**src/rtl/lvds_ser_pkg.sv**
```systemverilog
package lvds_ser_pkg;
  parameter int SLOTS = 7;
  parameter int LANES = 4;
  parameter int CH_W  = 8;
  localparam int FIELD_W = CH_W - 2;

  typedef enum logic [1:0] {
    MAP_18  = 2'd0,
    MAP_24A = 2'd1,
    MAP_24B = 2'd2,
    MAP_RSV = 2'd3
  } map_e;

  typedef struct packed {
    logic [CH_W-1:0] r;
    logic [CH_W-1:0] g;
    logic [CH_W-1:0] b;
    logic            hs;
    logic            vs;
    logic            de;
  } pixel_t;

  typedef struct packed {
    map_e mode;
    logic mirror;
  } cfg_t;

  typedef logic [SLOTS-1:0] slot_word_t;

  // bit s = slot s
  localparam slot_word_t CLK_PATTERN = 7'b1100011;
endpackage

```
**src/rtl/lvds_slot_counter.sv**
```systemverilog
module lvds_slot_counter
  import lvds_ser_pkg::*;
(
  input  logic clk,
  input  logic rst,
  output logic load
);
  localparam int CW = $clog2(SLOTS);
  localparam logic [CW-1:0] LAST = CW'(SLOTS - 1);

  logic [CW-1:0] cnt;

  always_ff @(posedge clk) begin
    if (rst)              cnt <= '0;
    else if (cnt == LAST) cnt <= '0;
    else                  cnt <= cnt + 1'b1;
  end

  assign load = (cnt == LAST);
endmodule

```
**src/rtl/lvds_lane_mapper.sv**
```systemverilog
module lvds_lane_mapper
  import lvds_ser_pkg::*;
(
  input  pixel_t                        px,
  input  map_e                          mode,
  output logic [LANES-1:0][SLOTS-1:0]   words
);
  logic [FIELD_W-1:0] r6, g6, b6;
  logic               low_field;

  always_comb begin
    low_field = (mode == MAP_24B);
    r6 = low_field ? px.r[FIELD_W-1:0] : px.r[CH_W-1:2];
    g6 = low_field ? px.g[FIELD_W-1:0] : px.g[CH_W-1:2];
    b6 = low_field ? px.b[FIELD_W-1:0] : px.b[CH_W-1:2];

    words = '0;
    // packed as {slot6 .. slot0}
    words[0] = {r6[0], r6[1], r6[2], r6[3], r6[4], r6[5], g6[0]};
    words[1] = {g6[1], g6[2], g6[3], g6[4], g6[5], b6[0], b6[1]};
    words[2] = {b6[2], b6[3], b6[4], b6[5], px.hs, px.vs, px.de};
    case (mode)
      MAP_24A: words[3] = {px.r[0], px.r[1], px.g[0], px.g[1],
                           px.b[0], px.b[1], 1'b0};
      MAP_24B: words[3] = {px.r[6], px.r[7], px.g[6], px.g[7],
                           px.b[6], px.b[7], 1'b0};
      default: words[3] = '0;
    endcase
  end
endmodule

```
**src/rtl/lvds_lane_shifter.sv**
```systemverilog
module lvds_lane_shifter
  import lvds_ser_pkg::*;
(
  input  logic       clk,
  input  logic       rst,
  input  logic       load,
  input  logic       mirror,
  input  slot_word_t word,
  output logic       ser
);
  slot_word_t sr, rev;

  always_comb begin
    for (int i = 0; i < SLOTS; i++) rev[i] = word[SLOTS-1-i];
  end

  always_ff @(posedge clk) begin
    if (rst)       sr <= '0;
    else if (load) sr <= mirror ? rev : word;
    else           sr <= sr >> 1;
  end

  assign ser = sr[0];
endmodule

```
**src/rtl/lvds_pixel_serializer.sv**
```systemverilog
module lvds_pixel_serializer
  import lvds_ser_pkg::*;
(
  input  logic             clk,
  input  logic             rst,
  input  logic [1:0]       cfg_mode,
  input  logic             cfg_mirror,
  input  logic             pix_valid,
  output logic             pix_ready,
  input  logic [CH_W-1:0]  pix_r,
  input  logic [CH_W-1:0]  pix_g,
  input  logic [CH_W-1:0]  pix_b,
  input  logic             pix_hs,
  input  logic             pix_vs,
  input  logic             pix_de,
  output logic [LANES-1:0] data_lane,
  output logic             clk_lane
);
  logic                      load;
  logic                      accept, hold;
  pixel_t                    px;
  cfg_t                      cfg_in, cfg_q, cfg_eff;
  logic [LANES-1:0][SLOTS-1:0] words;

  lvds_slot_counter u_cnt (.clk(clk), .rst(rst), .load(load));

  assign pix_ready = load & ~rst;
  assign accept    = pix_ready & pix_valid;
  assign hold      = accept & pix_de;
  assign px        = accept ? pixel_t'{r: pix_r, g: pix_g, b: pix_b,
                                       hs: pix_hs, vs: pix_vs, de: pix_de}
                            : '0;
  assign cfg_in    = cfg_t'{mode: map_e'(cfg_mode), mirror: cfg_mirror};
  assign cfg_eff   = hold ? cfg_q : cfg_in;

  always_ff @(posedge clk) begin
    if (rst)            cfg_q <= cfg_in;
    else if (pix_ready) cfg_q <= cfg_eff;
  end

  lvds_lane_mapper u_map (.px(px), .mode(cfg_eff.mode), .words(words));

  for (genvar l = 0; l < LANES; l++) begin : g_lane
    lvds_lane_shifter u_sh (
      .clk(clk), .rst(rst), .load(pix_ready), .mirror(cfg_eff.mirror),
      .word(words[l]), .ser(data_lane[l])
    );
  end

  lvds_lane_shifter u_clk_sh (
    .clk(clk), .rst(rst), .load(pix_ready), .mirror(1'b0),
    .word(CLK_PATTERN), .ser(clk_lane)
  );
endmodule

```
**config.mk**
```make
export PLATFORM = sky130hd
export DESIGN_NAME = lvds_pixel_serializer
export DESIGN_NICKNAME = d
export VERILOG_FILES = /design/src/rtl/lvds_ser_pkg.sv /design/src/rtl/lvds_slot_counter.sv /design/src/rtl/lvds_lane_mapper.sv /design/src/rtl/lvds_lane_shifter.sv /design/src/rtl/lvds_pixel_serializer.sv
export SDC_FILE = /design/constraint.sdc
export NUM_CORES = 1
export LEC_CHECK = 0
export BUFFER_PORTS_ARGS = -buffer_cell sky130_fd_sc_hd__buf_4
export CAP_MARGIN = 0
export CORE_UTILIZATION = 51
export CTS_CLUSTER_DIAMETER = 150
export CTS_CLUSTER_SIZE = 24
export DETAILED_ROUTE_END_ITERATION = 16
export PLACE_DENSITY = 0.76
export SLEW_MARGIN = 20
export SYNTH_ARGS = -nofsm -noshare
export SYNTH_HDL_FRONTEND = slang
export SYNTH_HIERARCHICAL = 1
export SYNTH_SLANG_ARGS = --single-unit
```
**constraint.sdc**
```tcl
create_clock -name clk -period 2.25 [get_ports clk]
set_input_delay 0.45 -clock clk [delete_from_list [all_inputs] [get_ports clk]]
set_output_delay 0.45 -clock clk [all_outputs]
set_load 0.03 [all_outputs]
```
Yosys cells after proc, flatten, opt, wreduce, memory -nomap -nowiden
Cells that the tools add are included.

word-level totals
  logic and storage cells = 43
  bits of input ports = 33
  flip-flop bits (word level) = 41
  output and inout port bits = 6

operators by class
  equal/unequal tests = 3
  multiplexer cells = 17
  reduce and logical (&&, ||, !) cells = 4
  bitwise logic cells = 5
  $add $sub $neg = 1

operators with widths
  operator               count
  $mux W6                7
  $mux W7                5
  $mux W27               1
  $pmux W7 S2            1
  $mux W3                3
  $reduce_or A2 Y1       3
  $add A3 B1 Y3 const B  1
  $and A1 B1 Y1          3
  $eq A3 B3 Y1 const B   1
  $eq A2 B1 Y1 const B   1
  $eq A2 B2 Y1 const B   1
  $not A1 Y1             2
  $reduce_bool A2 Y1     1

Longest topological paths before layout
Gate-level depths: netlist (run 1).

  depth in word-level cells = 9
  mapped depth = 12
  mapped depth without buffers = 11

Hierarchy
Netlist (run 1), hierarchy kept.

modules (own cells, without submodules)
  module                 area an instance (sq um)  instances  cells each  seq. area each (sq um)
  lvds_lane_shifter      296.5                     5          28          140.1
  lvds_pixel_serializer  452.9                     1          45          90.1
  lvds_lane_mapper       384.1                     1          42          0.0
  lvds_slot_counter      130.1                     1          13          60.1

Worst setup path after synthesis (run 1)
OpenSTA, ideal clock, no wires.

  path type = reg2reg
  from = register u_cnt.cnt[0]
  to = register g_lane[1].u_sh.sr[0]
  stages on the path, launching flop included = 12
  path buffers = 1
  data arrival time = 2.232 ns
  setup time = 0.124 ns
  required time = 2.126 ns
  path slack = -0.106 ns
  period minus slack after synthesis = 2.356 ns
  cells stage by stage = dfxtp_1 > inv_1 > ha_1 > and2_1 > nand4b_4 > mux2_2 > inv_1 > ha_1 > buf_6 > mux2_4 > mux2i_1 > a211oi_1

RTL lines
  item                    RTL line                 source
  from (decl)             lvds_slot_counter.sv:11  logic [CW-1:0] cnt;
  from (signal assigned)  lvds_slot_counter.sv:16  else cnt <= cnt + 1'b1;
  to (signal assigned)    lvds_lane_shifter.sv:19  else if (load) sr <= mirror ? rev : word;
  to (signal assigned)    lvds_lane_shifter.sv:20  else sr <= sr >> 1;
  to (decl)               lvds_lane_shifter.sv:11  slot_word_t sr, rev;

==> results of run 1 <==
-- through the flow --
stage	cells	utilization
after detailed placement	333	0.624
after global placement	333	0.624
after global routing	348	0.678
final	348	0.678
after floorplan	252	-
after CTS	345	0.662
-- cells in the final DEF (no fill, tap or decap), types with 2 or more instances in the layout --
cell      instances
mux2_4            8
and2_4           13
buf_4            49
clkbuf_8          5
dfxtp_1          36
edfxtp_1          3
a22oi_2           4
mux2_2           16
dfxtp_2           2
mux2i_1          34
nor2_1           37
nor3b_1           5
buf_6             2
a22oi_1           2
conb_1           15
buf_12            3
a211oi_1         23
a211oi_2          2
inv_1             2
and2_1           14
clkinv_2          2
ha_4              4
-- routing by layer --
layer,track usage,part of all wire
met5,0,0
met4,0.0889,0.013
met3,0.0464,0.031
met2,0.346,0.47
met1,0.259,0.48
-- report_power, final --
group | total (mW) | internal (mW) | switching [mW]
clock network | 0.464 | 0.215 | 0.249
logic | 0.186 | 0.103 | 0.0837
registers | 0.751 | 0.745 | 0.00620
total | 1.40 | 1.06 | 0.339
-- cell usage after synthesis --
library cell	instances
nor2b_1	1
inv_1	4
or2_2	1
a21o_1	1
and3b_1	1
dfxtp_1	38
nor2_1	38
buf_4	9
nor3b_1	5
mux2_4	5
a211oi_1	25
buf_2	1
ha_1	5
mux2_2	19
and2_4	12
mux2i_1	35
conb_1	3
edfxtp_1	3
nand2b_1	1
nand4b_4	1
or3b_1	1
buf_12	1
buf_8	1
and2_1	15
a21oi_1	1
a22oi_1	6
buf_6	7
-- cells by family after synthesis --
logic type	Yosys count	synth area share
and+or+nand+nor	76	0.179
muxes	59	0.261
DFF	41	0.347
AOI/OAI and AO/OA	33	0.100
buffers and inverters	23	0.0822
adders and majority gates	5	0.0255
other	3	0.00460
-- sequential cells by signal, summed over array words and instances, names as in the netlist --
signal / flops
u_cnt/cnt: 3
g_lane.u_sh/sr: 28
u_clk_sh/sr: 7
cfg_q: 3
-- worst min-delay path: stages, from the launching register on --
cell and delay, ps:
dfxtp_1 310, mux2i_1 60, nor2_1 70
-- layout make-up --
cell class | count | area, um2
Fill cell | 348 | 1440
Clock inverter | 2 | 10.0
Inverter | 4 | 17.5
Sequential cell | 41 | 853
Clock buffer | 6 | 72.6
Tap cell | 52 | 65.1
Timing Repair Buffer | 55 | 465
Multi-Input combinational cell | 188 | 1550
-- how the worst min path moves through the flow --
stage                                 to  slack (ps)  cells after the start
floorplan                   u_cnt/cnt[0]         420                      1
global placement          u_clk_sh/sr[3]         440                      2
detailed placement  g_lane[3].u_sh/sr[3]         460                      2
CTS                             cfg_q[2]         470                      2
global route                    cfg_q[2]         470                      2
finish              g_lane[3].u_sh/sr[3]         470                      2
-- what timing repair did --
action	in CTS	in global routing
setup buffers	4	3
pin swaps	4	13
gates resized for setup	15	11
hold endpoints to repair	0	0
hold buffers	0	0
setup endpoints to repair	27	24
==> results.py, run 1 <==
metrics = {
    "run_status": {
        "status": "finished with violations",
        "violations": "design-rule violations",
    },
    "drt": {
        "routed_wirelength_mm": 5.01,
        "dr.pass1.iters": 11,
        "drt-initial-drc-count": 86,
        "post-route-drc-count": 4,
        "avgViaCountPerCell": 5.28,
        "ant_nets": 0,
        "via_count": 1836,
        "avgRoutedWirePerCell_um": 14.4,
    },
    "worst_setup_path": {
        "cp-end-kind": "register",
        "crit_path_start_kind": "register",
        "crit_chain": "inv_2 > ha_4 > and2_4 > nand4b_4 > mux2_4 > inv_4 > ha_4 > buf_6 > mux2_2 > mux2i_2 > a211oi_2",
        "endpoint": "g_lane[0].u_sh/sr[0]",
        "worstSetupStartpoint": "u_cnt/cnt[0]",
        "cp_top_family": "multiplexers",
        "critPathMaxFanout": 7,
        "cp.arrival_ps": 2390,
        "critical_path_class": "reg2reg",
        "cp.required_ps": 2410,
        "r2r_start": "u_cnt/cnt[0]",
        "r2r-end": "g_lane[0].u_sh/sr[0]",
        "critPathMaxStageDelay_ps": 360,
        "crit_top_cell": "ha_4",
        "cp_num_buf_inv": 3,
        "reg2reg_slack_ps": 20,
        "crit_slowest_cell": "mux2_2",
        "r2r_cells": 11,
        "cp_num_cells": 11,
    },
    "grt": {
        "grt_max_degree": 49,
        "grt_antenna_before_repair": 0,
        "grt_pass1_wl_mm": 8.23,
        "overflow": 0,
        "grtUsageTotal": 0.208,
        "grt_pass1_vias": 1802,
    },
    "clock_tree": {
        "cts_root_buf": "clkbuf_8",
        "cts_sinks": 41,
        "cts_tree": "done",
        "clkLatencyLatePin_ps": 290,
        "htreeDepth": 2,
        "clk_pin_slew_ps": 80,
        "numCtsBuffers": 5,
        "clockBufferDepth": 2,
    },
    "floorplanning": {
        "die-height_um": 71.3,
        "io_pins": 39,
        "die_area_um2": 5090,
        "core-area_um2": 4470,
        "rows": 24,
        "start_util": 0.548,
        "die_w_um": 71.3,
    },
    "power_and_ir_drop": {
        "power_mw": 1.40,
        "leakage_nw": 1.25,
        "p_per_area_nw_per_um2": 462,
        "ir_worst_vdd_mv": 0.243,
    },
    "run": {
        "maxCapViolCount": 0,
    },
    "sta": {
        "finalCritPeriodShare": 0.990,
        "rsz0062_at_grt": "yes",
        "fin_ws_ps": 23.3,
        "tns_ps": 0,
        "fmax_mhz": 449,
        "hold_viol": 0,
        "finalHoldWorstSlack_ps": 468,
        "fin_skew_ps": 7.35,
        "setup-violations-final": 0,
        "slew_viol_final": 0,
        "min_period_ps": 2230,
    },
    "placed_design": {
        "gp_congestion": 0.773,
        "dpl-instance-area_um2": 2790,
        "io_buffers": 38,
        "dpl_worst_slack_ps": -303,
        "hpwl_mm": 3.32,
    },
    "synthesis": {
        "syn-cell-area_um2": 2450,
        "yosysSeqAreaShare": 0.347,
        "synth_area_leaders": "dfxtp_1, mux2i_1, mux2_2",
        "synth_cell_type_count": 27,
        "syn_inst": 240,
        "yosys_warnings": 6,
        "yosysTopAreaCellShare": 0.311,
        "synth-seq-cells": 41,
        "syn_area_per_cell_um2": 10.2,
        "yosys.area.top_type": "dfxtp_1",
    },
    "worst_hold_path": {
        "min_from": "g_lane[3].u_sh/sr[4]",
        "hp-class": "reg2reg",
    },
    "cells_and_area": {
        "syn_to_final_growth_pct": 23.9,
        "finish.instance_area_um2": 3030,
        "layout.nets": 333,
        "n_antenna_cell": 0,
        "drive_gt1_frac": 0.399,
    },
}
(Power assumes the default switching activity.)
==> inputs of run 2 (changes only) <==
Settings changed: CELL_PAD_IN_SITES_DETAIL_PLACEMENT set to 1, CELL_PAD_IN_SITES_GLOBAL_PLACEMENT set to 1, CORE_UTILIZATION 51 to 40, CTS_CLUSTER_SIZE 24 to not set, PLACE_DENSITY 0.76 to not set, PLACE_DENSITY_LB_ADDON set to 0.1, SKIP_LAST_GASP set to 1.
==> run 2 against run 1 <==
Against the previous run: the run now ends clean; total power grew 4.7%; sequential power about the same; wire length grew 11%; cell count increased by 7.2%; worst setup slack got worse by 2.5 ps; register-to-register slack barely moved; final area rose by 1.5%; via count up 1.8%; combinational power rose by 3%; first-iteration DRC count decreased by 53%; largest power group unchanged.
==> results.py, run 2 (same netlist as run 1, synthesis figures left out) <==
metrics = {
    "clock_tree": {
        "htreeDepth": 2,
        "cts_tree": "done",
        "clockBufferDepth": 2,
        "cts_sinks": 41,
        "numCtsBuffers": 5,
        "cts_root_buf": "clkbuf_8",
        "clk_pin_slew_ps": 90,
        "clkLatencyLatePin_ps": 290,
    },
    "run_status": {
        "status": "finished clean",
    },
    "cells_and_area": {
        "layout.nets": 335,
        "final_common_cell": "buf_4",
        "drive_gt1_frac": 0.399,
        "multi_input_area_um2": 1540,
        "top_register": "g_lane.u_sh/sr",
        "final_cell_mix": "buf_4, nor2_1, dfxtp_1",
        "seq_area_um2": 853,
        "fill_cells": 691,
        "n_antenna_cell": 0,
        "top_regs": "g_lane.u_sh/sr x28, u_clk_sh/sr x7",
        "largest_reg_flops": 28,
        "final_cells": 373,
        "syn_to_final_growth_pct": 25.7,
        "postLayoutCoreUtil": 0.520,
    },
    "placed_design": {
        "io_buffers": 38,
        "gp_congestion": 0.721,
        "dp_cells": 358,
        "hpwl_mm": 3.81,
    },
    "power_and_ir_drop": {
        "p_per_area_nw_per_um2": 477,
        "power.share.clock": 0.357,
        "ir_worst_vdd_mv": 0.290,
        "swShare": 0.250,
        "p_int_mw": 1.10,
        "power_frac_seq": 0.512,
        "p_sw_uw": 367,
        "power_frac_comb": 0.131,
        "leakage_nw": 1.27,
        "power_mw": 1.47,
    },
    "grt": {
        "grt_pass1_wl_mm": 9.34,
        "grt_pass1_vias": 1968,
        "overflow": 0,
        "grt_antenna_before_repair": 0,
        "grt_max_degree": 41,
        "grtUsageTotal": 0.192,
    },
    "sta": {
        "hold_viol": 0,
        "finalHoldWorstSlack_ps": 472,
        "setup-violations-final": 0,
        "fmax_mhz": 449,
        "fin_skew_ps": 6.87,
        "min_period_ps": 2230,
        "rsz0062_at_grt": "yes",
        "slew_viol_final": 0,
        "finalCritPeriodShare": 0.991,
    },
    "drt": {
        "avgRoutedWirePerCell_um": 15.0,
        "avgViaCountPerCell": 5.01,
        "ant_nets": 0,
        "via_count": 1869,
        "post-route-drc-count": 0,
        "dr.pass1.iters": 4,
        "routed_wirelength_mm": 5.58,
        "drt-initial-drc-count": 40,
    },
    "worst_setup_path": {
        "cp.required_ps": 2420,
        "cp.arrival_ps": 2400,
        "critPathMaxFanout": 7,
        "crit_path_start_kind": "register",
        "cp-end-kind": "register",
        "critical_path_class": "reg2reg",
    },
    "floorplanning": {
        "io_pins": 39,
        "core-area_um2": 5920,
        "die_w_um": 80.3,
        "start_util": 0.414,
        "rows": 28,
        "die-height_um": 80.3,
        "die_area_um2": 6440,
    },
    "worst_hold_path": {
        "hp-class": "in2reg",
    },
    "run": {
        "maxCapViolCount": 0,
    },
}
-- run 2: stage by stage --
stage	setup TNS [ps]	instance area, um2	worst slack (ps)
after floorplan	0	2520	0.126
after global placement	-3600	2840	-248
after detailed placement	-4960	2840	-292
after CTS	0	3040	6.20
after global routing	-438	3080	-53.6
final	0	3080	20.8
-- run 2: final timing paths --
| path | start | to | slack, ps | cells after the start |
|---|---|---|---|---|
| min reg2reg | g_lane[2].u_sh/sr[1] | g_lane[2].u_sh/sr[0] | 470 | 2 |
| max | u_cnt/cnt[0] | g_lane[2].u_sh/sr[1] | 20 | 11 |
| max reg2reg | u_cnt/cnt[0] | g_lane[2].u_sh/sr[1] | 20 | 11 |
| min | cfg_mirror | cfg_q[0] | 470 | 2 |
-- run 2: area by class of cell --
class	count	share of cell area
Timing Repair Buffer	57	0.156
Sequential cell	41	0.277
Inverter	4	0.00569
Multi-Input combinational cell	188	0.499
Tap cell	75	0.0305
Clock buffer	6	0.0268
Clock inverter	2	0.00447
-- run 2: timing repair --
action / CTS / global route
setup buffers: 5 / 2
hold buffers: 0 / 0
setup endpoints to repair: 27 / 20
pin swaps: 7 / 11
resized for setup: 16 / 6
-- run 2: power by group through the flow --
stage,Clock (mW),Combinational [mW],Sequential [mW]
after floorplan,0,0.0923,0.767
after global placement,0,0.162,0.766
after detailed placement,0,0.164,0.766
after CTS,0.549,0.184,0.751
after global routing,0.583,0.209,0.753
final,0.525,0.192,0.751
-- run 2: metal layers --
layer / track usage / vias up / part of all wire
met5: 0 / - / 0
met3: 0.0398 / 8 / 0.032
met2: 0.326 / 29 / 0.48
met1: 0.242 / 896 / 0.47
met4: 0.0571 / 0 / 0.013
li1: - / 936 / -
-- run 2: worst max-delay path, stage by stage (launching register included) --
cell	delay [ps]
dfxtp_2	330
inv_2	60
ha_4	120
and2_4	150
nand4b_4	100
buf_6	140
mux2_4	330
ha_4	210
buf_8	150
mux2_4	300
mux2i_1	140
a211oi_1	90
